## src/rtl/irq_hub_pkg.sv

```systemverilog
package irq_hub_pkg;

    typedef enum logic [1:0] {
        REG_NONE = 2'd0,
        REG_EN   = 2'd1,
        REG_FLAG = 2'd2,
        REG_MEN  = 2'd3
    } reg_sel_e;

endpackage

```

## src/rtl/irq_hub_decode.sv

```systemverilog
module irq_hub_decode
    import irq_hub_pkg::*;
#(
    parameter int          ADDR_W   = 10,
    parameter logic [ADDR_W-1:0] EN_OFS   = 10'h200,
    parameter logic [ADDR_W-1:0] FLAG_OFS = 10'h202,
    parameter logic [ADDR_W-1:0] MEN_OFS  = 10'h208
) (
    input  logic [ADDR_W-1:0] addr,
    output reg_sel_e          sel
);

    always_comb begin
        if (addr == EN_OFS)        sel = REG_EN;
        else if (addr == FLAG_OFS) sel = REG_FLAG;
        else if (addr == MEN_OFS)  sel = REG_MEN;
        else                       sel = REG_NONE;
    end

endmodule

```

## src/rtl/irq_hub_flags.sv

```systemverilog
module irq_hub_flags #(
    parameter int NUM_SRC = 14
) (
    input  logic               clk,
    input  logic               rst_n,
    input  logic [NUM_SRC-1:0] src_req,
    input  logic [NUM_SRC-1:0] clr_mask,
    output logic [NUM_SRC-1:0] flag_q
);

    typedef struct packed {
        logic [NUM_SRC-1:0] prev;
        logic [NUM_SRC-1:0] flag;
    } flag_st_t;

    flag_st_t           st_d, st_q;
    logic [NUM_SRC-1:0] rise;

    // per-source edge detect; a new edge wins over a clear in the same cycle
    for (genvar g = 0; g < NUM_SRC; g++) begin : g_src
        assign rise[g] = src_req[g] & ~st_q.prev[g];
    end

    always_comb begin
        st_d      = st_q;
        st_d.prev = src_req;
        st_d.flag = (st_q.flag & ~clr_mask) | rise;
    end

    always_ff @(posedge clk) begin
        if (!rst_n) st_q <= '0;
        else        st_q <= st_d;
    end

    assign flag_q = st_q.flag;

endmodule

```

## src/rtl/irq_hub_prio.sv

```systemverilog
module irq_hub_prio #(
    parameter int NUM_SRC = 14,
    parameter int IDX_W   = $clog2(NUM_SRC)
) (
    input  logic [NUM_SRC-1:0] act,
    output logic [IDX_W-1:0]   idx,
    output logic               any
);

    always_comb begin
        idx = '0;
        for (int i = NUM_SRC - 1; i >= 0; i--) begin
            if (act[i]) idx = IDX_W'(i);
        end
        any = |act;
    end

endmodule

```

## src/rtl/irq_hub.sv

```systemverilog
module irq_hub
    import irq_hub_pkg::*;
#(
    parameter int NUM_SRC  = 14,
    parameter int DATA_W   = 16,
    parameter int ADDR_W   = 10,
    parameter logic [ADDR_W-1:0] EN_OFS   = 10'h200,
    parameter logic [ADDR_W-1:0] FLAG_OFS = 10'h202,
    parameter logic [ADDR_W-1:0] MEN_OFS  = 10'h208,
    localparam int IDX_W = $clog2(NUM_SRC)
) (
    input  logic               clk,
    input  logic               rst_n,
    input  logic [NUM_SRC-1:0] src_req,
    input  logic               bus_sel,
    input  logic               bus_wr,
    input  logic [ADDR_W-1:0]  bus_addr,
    input  logic [DATA_W-1:0]  bus_wdata,
    output logic [DATA_W-1:0]  bus_rdata,
    output logic               cpu_irq,
    output logic [IDX_W-1:0]   irq_idx,
    output logic               irq_idx_vld
);

    typedef struct packed {
        logic [NUM_SRC-1:0] en;
        logic               men;
        logic               irq;
        logic [IDX_W-1:0]   idx;
        logic               vld;
        logic [DATA_W-1:0]  rdata;
    } hub_st_t;

    hub_st_t            st_d, st_q;
    reg_sel_e           sel;
    logic [NUM_SRC-1:0] flag_q;
    logic [NUM_SRC-1:0] clr_mask;
    logic [NUM_SRC-1:0] act;
    logic [IDX_W-1:0]   prio_idx;
    logic               prio_any;
    logic [DATA_W-1:0]  rd_val;
    logic               wr_hit, rd_hit;
    logic               wdata_unused;

    assign wdata_unused = ^bus_wdata[DATA_W-1:NUM_SRC];

    irq_hub_decode #(
        .ADDR_W  (ADDR_W),
        .EN_OFS  (EN_OFS),
        .FLAG_OFS(FLAG_OFS),
        .MEN_OFS (MEN_OFS)
    ) i_decode (
        .addr(bus_addr),
        .sel (sel)
    );

    irq_hub_flags #(
        .NUM_SRC(NUM_SRC)
    ) i_flags (
        .clk     (clk),
        .rst_n   (rst_n),
        .src_req (src_req),
        .clr_mask(clr_mask),
        .flag_q  (flag_q)
    );

    assign act = st_q.en & flag_q;

    irq_hub_prio #(
        .NUM_SRC(NUM_SRC),
        .IDX_W  (IDX_W)
    ) i_prio (
        .act(act),
        .idx(prio_idx),
        .any(prio_any)
    );

    always_comb begin
        st_d     = st_q;
        wr_hit   = bus_sel & bus_wr;
        rd_hit   = bus_sel & ~bus_wr;
        clr_mask = '0;

        if (wr_hit) begin
            case (sel)
                REG_EN:   st_d.en  = bus_wdata[NUM_SRC-1:0];
                REG_FLAG: clr_mask = bus_wdata[NUM_SRC-1:0];
                REG_MEN:  st_d.men = bus_wdata[0];
                default:  ;
            endcase
        end

        st_d.vld = prio_any;
        st_d.idx = prio_idx;
        st_d.irq = prio_any & st_q.men;

        rd_val = '0;
        case (sel)
            REG_EN:   rd_val[NUM_SRC-1:0] = st_q.en;
            REG_FLAG: rd_val[NUM_SRC-1:0] = flag_q;
            REG_MEN:  rd_val[0]           = st_q.men;
            default:  ;
        endcase
        st_d.rdata = rd_hit ? rd_val : '0;
    end

    always_ff @(posedge clk) begin
        if (!rst_n) st_q <= '0;
        else        st_q <= st_d;
    end

    assign bus_rdata   = st_q.rdata;
    assign cpu_irq     = st_q.irq;
    assign irq_idx     = st_q.idx;
    assign irq_idx_vld = st_q.vld;

endmodule

```

## config.mk

```make
export PLATFORM = sky130hd
export DESIGN_NAME = irq_hub
export DESIGN_NICKNAME = d
export VERILOG_FILES = /design/src/rtl/irq_hub_pkg.sv /design/src/rtl/irq_hub_decode.sv /design/src/rtl/irq_hub_flags.sv /design/src/rtl/irq_hub_prio.sv /design/src/rtl/irq_hub.sv
export SDC_FILE = /design/constraint.sdc
export NUM_CORES = 1
export LEC_CHECK = 0
export ABC_CLOCK_PERIOD_IN_PS = 1900
export CAP_MARGIN = 15
export CORE_ASPECT_RATIO = 1.1
export CORE_MARGIN = 5
export CORE_UTILIZATION = 49
export CTS_CLUSTER_SIZE = 20
export DETAILED_ROUTE_END_ITERATION = 8
export PLACE_DENSITY = 0.8
export SETUP_SLACK_MARGIN = 0.15
export SLEW_MARGIN = 10
export SYNTH_ARGS = -nofsm -noshare
export SYNTH_HDL_FRONTEND = slang
export SYNTH_SLANG_ARGS = --single-unit
export TNS_END_PERCENT = 100
```

## constraint.sdc

```tcl
create_clock -name clk -period 1.9 [get_ports clk]
set_input_delay 0.19 -clock clk [delete_from_list [all_inputs] [get_ports clk]]
set_output_delay 0.19 -clock clk [all_outputs]
set_load 0.02 [all_outputs]
```

### Yosys cells after proc, flatten, opt, wreduce, memory -nomap -nowiden

Index checks and enable logic that the tools add are counted.

| cells by class | value |
|---|---|
| eq/ne operators | 6 |
| multiplexer cells | 20 |
| bitwise operators | 37 |
| reductions and logical operators | 8 |

Operator list:

| operator | count |
|---|---|
| 10-bit equality test (second input constant) | 3 |
| 14-bit AND | 2 |
| 14-bit two-way mux | 2 |
| 13-bit one-hot mux with 2 select lines | 1 |
| 4-bit two-way mux | 6 |
| 1-bit AND | 17 |
| 1-bit inverter | 16 |
| 14-bit inverter | 1 |
| 14-bit bitwise OR | 1 |
| 14-bit OR reduction | 1 |
| 3-bit two-way mux | 4 |
| 2-bit two-way mux | 5 |
| 9-bit OR reduction | 1 |
| 2-bit AND reduction | 3 |
| 5-bit OR reduction | 1 |
| 2-bit equality test (second input constant) | 2 |
| 1-bit one-hot mux with 3 select lines | 1 |
| 3-bit OR reduction | 1 |
| 2-bit by 1-bit equality test with 1-bit output (second input constant) | 1 |
| 2-bit OR reduction | 1 |
| 1-bit two-way mux | 1 |

| word-level totals | value |
|---|---|
| register bits | 65 |
| input port bits | 44 |
| output and inout port bits | 22 |
| word-level logic and storage cells | 83 |

### Longest topological paths before layout

Gate-level depths: netlist of run 1.

| logic depth | value |
|---|---|
| depth after elaboration | 14 |
| gate-level depth with buffers | 5 |
| mapped depth without buffers | 4 |

### By module

From an unflattened synthesis of run 1, not the netlist that was laid out.

| unflattened totals | value |
|---|---|
| cell total of the unflattened synthesis | 313 |
| area total of the unflattened synthesis | 2899.0 µm² |

By module, submodules not included:

| module | instances | cells each | area an instance (µm²) | sequential area each (µm²) |
|---|---|---|---|---|
| irq_hub | 1 | 183 | 1645.3 | 700.7 |
| irq_hub_flags | 1 | 100 | 1068.5 | 560.5 |
| irq_hub_prio | 1 | 25 | 148.9 | 0.0 |
| irq_hub_decode | 1 | 5 | 36.3 | 0.0 |

### Least setup slack after synthesis of run 1

No wires, ideal clock.

| timing | value |
|---|---|
| path type | input -> register |
| start | input bus_addr[2] |
| end | register st_q[23] in the netlist's numbering |
| library setup time | 0.072 ns |
| arrival | 1.321 ns |
| required time | 1.828 ns |
| slack | 0.507 ns |
| stages on the path | 5 |
| cell sequence | nor4b_4 > nand2_2 > nor4_4 > buf_6 > mux2i_1 |

| on the way | value |
|---|---|
| cells in the longest elaborated chain, start to end | 6 |
| elaborated cells on any way between the ends | 8 |
| classes of those cells | 4 x eq/ne; 3 x mux; 1 x reduce/logical |

RTL lines:

| what | RTL line | text |
|---|---|---|
| from (decl) | irq_hub.sv:17 | `input logic [ADDR_W-1:0] bus_addr,` |
| 10-bit equality test | irq_hub_decode.sv:16 | `else if (addr == MEN_OFS) sel = REG_MEN;` |
| 2-bit two-way mux | irq_hub_decode.sv:16 |  |
| 2-bit two-way mux | irq_hub_decode.sv:15 | `else if (addr == FLAG_OFS) sel = REG_FLAG;` |
| 2-bit two-way mux * | irq_hub_decode.sv:14 | `if (addr == EN_OFS) sel = REG_EN;` |
| 2-bit by 1-bit equality test with 1-bit output * | irq_hub.sv:85 | `case (sel)` |
| 2-bit AND reduction (no line) * | - |  |
| to (signal assigned) | irq_hub.sv:109 | `else st_q <= st_d;` |
| to (decl) | irq_hub.sv:34 | `hub_st_t st_d, st_q;` |

Mark *: on every way between the ends. The rest lies on a longest branch, timed or not.
A chain may end at the register's enable or synchronous reset.

### Final worst setup path of run 1

| timing | value |
|---|---|
| start | input bus_addr[2] |
| end | register st_q[35] in the netlist's numbering |

The elaborated chain is that of the path after synthesis.

==> results of run 1 <==
[area by class of cell]
class                   instances  area share, %
repair buffers                 69           20.0
flip-flops and latches         63           36.9
clock inverters                 3           1.17
inverters                       2          0.220
multi-input cells             186           34.0
well taps                      75           2.75
clock buffers                  13           4.95
[metrics by stage]
stage          hold WS, ps  setup slack, ps
2_1_floorplan          312              507
3_3_place_gp           458              119
3_5_place_dp           472             75.1
4_1_cts                426              419
5_1_grt                431              236
6_report               432              427
[routing by layer]
metal	global-route usage [%]	vias to the layer above	part of all wire [%]
met3	3.73	12	6.0
met1	20.5	915	45
li1	-	1045	-
met2	25.5	61	47
met4	8.29	0	2.4
met5	0	-	0
[critical path, cell delays in order]
cell             delay [ps]
clkdlybuf4s50_1         440
nor4b_4                 350
nand2_2                 140
nor4_4                  200
buf_12                  200
mux2i_1                 200
[where the power goes]
part           internal [W]  switching, W
clock network      0.000709      0.000475
registers           0.00136     0.0000317
logic              0.000125     0.0000863
[kinds of logic (layout without fill, tap and decap cells)]
kind of cell    count (synthesis)  in the layout  share of synthesized area (%)
buf+inv                        33             87                           8.17
compound gates                 58             58                           14.4
simple gates                  110            110                           23.3
other cells                     1              2                          0.142
mux                            16             16                           6.08
flops                          63             63                           47.9
[layout by cell type (no fill, tap or decap)]
cell | synthesis | final
a21oi_1 | 15 | 15
a221o_1 | 1 | 1
a222oi_1 | 1 | 1
a22o_1 | 14 | 14
a22oi_1 | 5 | 5
a31oi_1 | 4 | 4
a32oi_1 | 2 | 2
and2_1 | 15 | 15
buf_12 | 0 | 1
buf_4 | 22 | 7
bufinv_16 | 0 | 1
clkbuf_1 | 7 | 1
clkbuf_8 | 0 | 12
clkdlybuf4s50_1 | 0 | 61
clkinv_2 | 0 | 2
conb_1 | 1 | 2
dfxtp_1 | 63 | 63
inv_1 | 2 | 2
mux2i_1 | 16 | 16
nand2_1 | 46 | 46
nand2_2 | 1 | 1
nand2b_1 | 1 | 1
nand3_1 | 3 | 3
nand4b_1 | 1 | 1
nor2_1 | 4 | 4
nor2b_1 | 29 | 29
nor3_1 | 4 | 4
nor4_1 | 1 | 1
nor4_2 | 1 | 1
nor4_4 | 2 | 2
nor4b_1 | 1 | 1
nor4b_4 | 1 | 1
o211ai_1 | 1 | 1
o21ai_0 | 15 | 15
[registers in the layout, summed over array words and instances, names as in the netlist]
signal	flops
bus_rdata	14
st_q	15
irq_idx	4
i_flags.flag_q	14
cpu_irq	1
i_flags.st_q	14
irq_idx_vld	1
[worst max-delay path by stage]
stage,from,slack [ps],cells after the start,to
after detailed placement,bus_addr[2],80,6,st_q[28]$_SDFFE_PN0P_
after floorplan,bus_addr[2],510,5,st_q[23]$_SDFFE_PN0P_
after global routing,i_flags.flag_q[9]$_SDFF_PN0_,240,4,irq_idx_vld$_SDFF_PN0_
after global placement,bus_addr[2],120,6,st_q[24]$_SDFFE_PN0P_
final,bus_addr[2],430,6,st_q[35]$_SDFFE_PN0P_
after CTS,bus_addr[2],420,6,st_q[36]$_SDFFE_PN0P_
==> flow_summary.ini, run 1 <==
[global_route]
antenna_found_initial = 0
grt_start_max_net_pins = 29
grt_first_pass_wirelength_mm = 8.54
track_usage_pct = 16.1
grt-ovfl-total = 0
grt_pass1_vias = 1881

[clock_network]
cts_setup_buffers = 0
clk_pin_slew_ps = 60
clkSinkCount = 63
cts_root_buffer = clkbuf_8
cts_tree = done
cts-buffers-inserted = 9
clk_latency_ps = 340
htree_levels = 3
cts_buffer_depth = 2
cts_resized = 0
cts_hold_buf = 0

[die]
initial_core_util_pct = 49.8
dieArea_mm2 = 0.00694
die_h_um = 86.9
core_area_mm2 = 0.00529
num_rows = 28
die_w_um = 79.9
io_pins = 66

[run_status]
status = finished, final reports clean

[synthesis]
synth_edf_count = 0
synth_seq_cells = 63
yosysUniqueCellTypes = 31
synth_area_mm2 = 0.00263
async_flop_share_pct = 0
avgSynthCellArea_um2 = 9.37
yosysSeqAreaShare_pct = 47.9
ys.flop_type = dfxtp_1
syn_inst = 281
synth_warnings = 0
synth.top_cell.area_share_pct = 47.9
ys_top_cells_by_count = dfxtp_1 (63), nand2_1 (46), nor2b_1 (29), buf_4 (22), mux2i_1 (16)
yosysMostFrequentCell = dfxtp_1
synth_area_leaders = dfxtp_1 (48%), nor2b_1 (6.9%), nand2_1 (6.6%), buf_4 (6.3%), mux2i_1 (6.1%)
synth_top_cell_by_area = dfxtp_1

[setup_path]
rr_endpoint = irq_idx_vld$_SDFF_PN0_
crit_type = in2reg
critPathRequiredTime_ps = 2160
r2r_start = i_flags.flag_q[9]$_SDFF_PN0_
cp.arrival_ps = 1730
crit_fanout = 14
cp-start-kind = input port
worstSetupEndpointType = flop
reg2regPathDepth = 4
ff2ff_setup_slack_ps = 440

[placed_design]
place_congestion = 0.853
hpwl_mm = 4.01
io_buffers = 61
place_area_mm2 = 0.00321
place_inst = 395

[layout]
fillerInstances = 451
nNetsFinal = 375
multi_input_area_mm2 = 0.00116
seqCellArea_mm2 = 0.00126
finalInstanceArea_mm2 = 0.00342
drive_gt1_share_pct = 8.33
syn_to_final_growth_pct = 29.7
utilization_pct = 64.6
n_antenna_cell = 0
final_cells = 411

[timing]
fmax_mhz = 679
finalHoldViolCount = 0
fin_worst_skew_ps = 5.91
rsz0062_at_grt = false
post-route-min-period_ps = 1470
fin_crit_sh_pct = 77.5
slew_violations = 0
setup_viol = 0
fin_tns_setup_ps = 0

[min_path]
min_path_type = in2reg
holdPathStages = 2
min_from = src_req[5]
hold_path_end = i_flags.st_q[19]$_SDFF_PN0_

[pwr]
p_total_w = 0.00279
power_density_mw_per_mm2 = 816
vdd_drop_max_mv = 0.496
leakagePower_nw = 1.28

[detailed_routing]
wl_per_cell_um = 12.9
vias = 2033
detail-route-antenna-nets = 0
wl_mm = 5.31
drc_errors = 0
dr.pass1.iters = 4
dr.first_iter.drc_count = 141
drt-vias-per-instance = 4.95

[run]
drv_cap = 0
(Power assumes the default switching activity.)
==> inputs of run 2 (changes only) <==
--- a/config.mk
+++ b/config.mk
@@ -5,14 +5,14 @@
 export SDC_FILE = /design/constraint.sdc
 export NUM_CORES = 1
 export LEC_CHECK = 0
-export ABC_CLOCK_PERIOD_IN_PS = 1900
+export ABC_CLOCK_PERIOD_IN_PS = 1190
 export CAP_MARGIN = 15
 export CORE_ASPECT_RATIO = 1.1
 export CORE_MARGIN = 5
-export CORE_UTILIZATION = 49
+export CORE_UTILIZATION = 44
 export CTS_CLUSTER_SIZE = 20
 export DETAILED_ROUTE_END_ITERATION = 8
-export PLACE_DENSITY = 0.8
+export PLACE_DENSITY = 0.76
 export SETUP_SLACK_MARGIN = 0.15
 export SLEW_MARGIN = 10
 export SYNTH_ARGS = -nofsm -noshare
==> constraint.sdc (replaced) <==
create_clock -name clk -period 1.19 [get_ports clk]
set_input_delay 0.119 -clock clk [delete_from_list [all_inputs] [get_ports clk]]
set_output_delay 0.119 -clock clk [all_outputs]
set_load 0.02 [all_outputs]
==> run 2 against run 1 <==
Net effect: the flow now finishes with violations (negative setup slack); non-clock buffer count grew 47; die area rose by 10%; sequential cell count did not move; wire length increased by 32%; worst hold slack worse by 160 ps; clock-buffer cell count is the same; sequential share of layout area decreased by 4.3 points; power up 64%; clock skew up 0.55 ps; final area up 14%; combinational power increased by 100%; critical path depth down 2; critical endpoint is now irq_idx[1]$_SDFF_PP0_; largest cell class is now multi-input gates.
==> flow_summary.ini, run 2 (same netlist as run 1, synthesis figures left out) <==
[layout]
drive_gt1_share_pct = 35.2
layout_commonest_cell = dfxtp_1
largest_reg_flops = 15
final_cell_mix = dfxtp_1 (54), nand2_1 (43), buf_4 (43), nor2b_1 (29), clkdlybuf4s50_1 (28)
final_cells = 460
utilization_pct = 67.1
n_antenna_cell = 0
syn_to_final_growth_pct = 47.9
regMostFlops = st_q
nNetsFinal = 422

[placed_design]
hpwl_mm = 4.41
post-place-ws_ps = -541
place_inst = 425
place_congestion = 0.818
io_buffers = 61

[detailed_routing]
drc_errors = 0
wl_mm = 7.01
dr.first_iter.drc_count = 163
detail-route-antenna-nets = 0
dr.pass1.iters = 4
vias = 2301
wl_per_cell_um = 15.2
drt-vias-per-instance = 5.00

[timing]
rsz0062_at_grt = true
fin_worst_skew_ps = 6.46
slew_violations = 0
fin_crit_sh_pct = 107
setup_viol = 1
finalHoldViolCount = 0
timing.hold.ws_ps = 267
fin_ws_ps = -80.7
fmax_mhz = 787
post-route-min-period_ps = 1270

[global_route]
grt_pass1_vias = 2133
track_usage_pct = 16.5
grt_first_pass_wirelength_mm = 10.1
grtUsageMet3_pct = 3.89
busiest_layer = met2
antenna_found_initial = 0
grtUsageMet1_pct = 21.3
grt_start_max_net_pins = 42
grt-ovfl-total = 0
met2_usage_pct = 26.0

[die]
dieArea_mm2 = 0.00763
num_rows = 29
initial_core_util_pct = 45.4
die_w_um = 83.8
die_h_um = 91.1
io_pins = 66
core_area_mm2 = 0.00581

[clock_network]
cts-buffers-inserted = 9
clk_latency_ps = 340
cts_tree = done
clk_pin_slew_ps = 70
htree_levels = 3
cts_hold_buf = 0
clkSinkCount = 63
cts_buffer_depth = 2
cts_root_buffer = clkbuf_8

[run]
drv_cap = 0

[min_path]
min_path_type = in2reg

[pwr]
power_density_mw_per_mm2 = 1170
leakagePower_nw = 1.61
vdd_drop_max_mv = 0.711
p_total_w = 0.00457

[setup_path]
critPathRequiredTime_ps = 1410
max_stage_delay_ps = 350
cp-start-kind = flop
crit_type = reg2reg
critPathSlowestCell = dfxtp_2
path_cells = a22o_1 > a222oi_1 > a221o_1 > a31oi_1
crit_family = compound AO/OA/AOI/OAI gates
cp_num_buf_inv = 0
cp.arrival_ps = 1490
crit_fanout = 4
worstSetupEndpointType = flop

[run_status]
status = finished, violations left
violations = negative setup slack
[run 2: what timing repair did]
| item | 4_1_cts | 5_1_grt |
|---|---|---|
| gates cloned | 3 | 1 |
| buffers inserted | 7 | 8 |
| endpoints found under the setup margin | 69 | 63 |
| gates resized for setup | 121 | 45 |
| pin swaps | 12 | 26 |
[run 2: layout make-up]
class                           count  area (µm²)
Clock inverter                      3        40.0
Fill cell                         465        1910
Clock buffer                       13         169
Sequential cell                    63        1270
Timing Repair Buffer              116        1010
Tap cell                           77        96.3
Multi-Input combinational cell    186        1300
Inverter                            2        7.51
[run 2: through the flow]
step           setup TNS, ps  instance area, µm²
2_1_floorplan          -3090                2660
3_3_place_gp          -20680                3440
3_5_place_dp          -21750                3440
4_1_cts                 -189                3820
5_1_grt                 -329                3890
6_report               -80.7                3890
[run 2: where the power goes]
part	switching (W)	internal [W]	leakage, nW
Sequential	0.0000388	0.00217	0.519
Combinational	0.000191	0.000237	0.985
Clock	0.000797	0.00113	0.109
[run 2: routing by layer]
layer	up-vias	wire length (µm)
met5	-	0
met4	0	172
met3	16	366
met2	82	3350
met1	1063	3120
li1	1140	-
[run 2: worst reg2reg max path, stage by stage, from the launching register on]
cell and delay, ps:
dfxtp_2 350, a22o_1 240, a222oi_1 280, a221o_1 190, a31oi_1 80
[run 2: worst paths after layout]
kind                                            start  slack (ps)  depth (start not counted)                    end
worst min register to register  st_q[36]$_SDFFE_PN0P_         500                          2  st_q[36]$_SDFFE_PN0P_
worst min-delay path                      bus_addr[8]         270                          6  st_q[22]$_SDFFE_PN0P_
worst max register to register  st_q[34]$_SDFFE_PN0P_         -80                          4  irq_idx[1]$_SDFF_PP0_
worst max-delay path            st_q[34]$_SDFFE_PN0P_         -80                          4  irq_idx[1]$_SDFF_PP0_
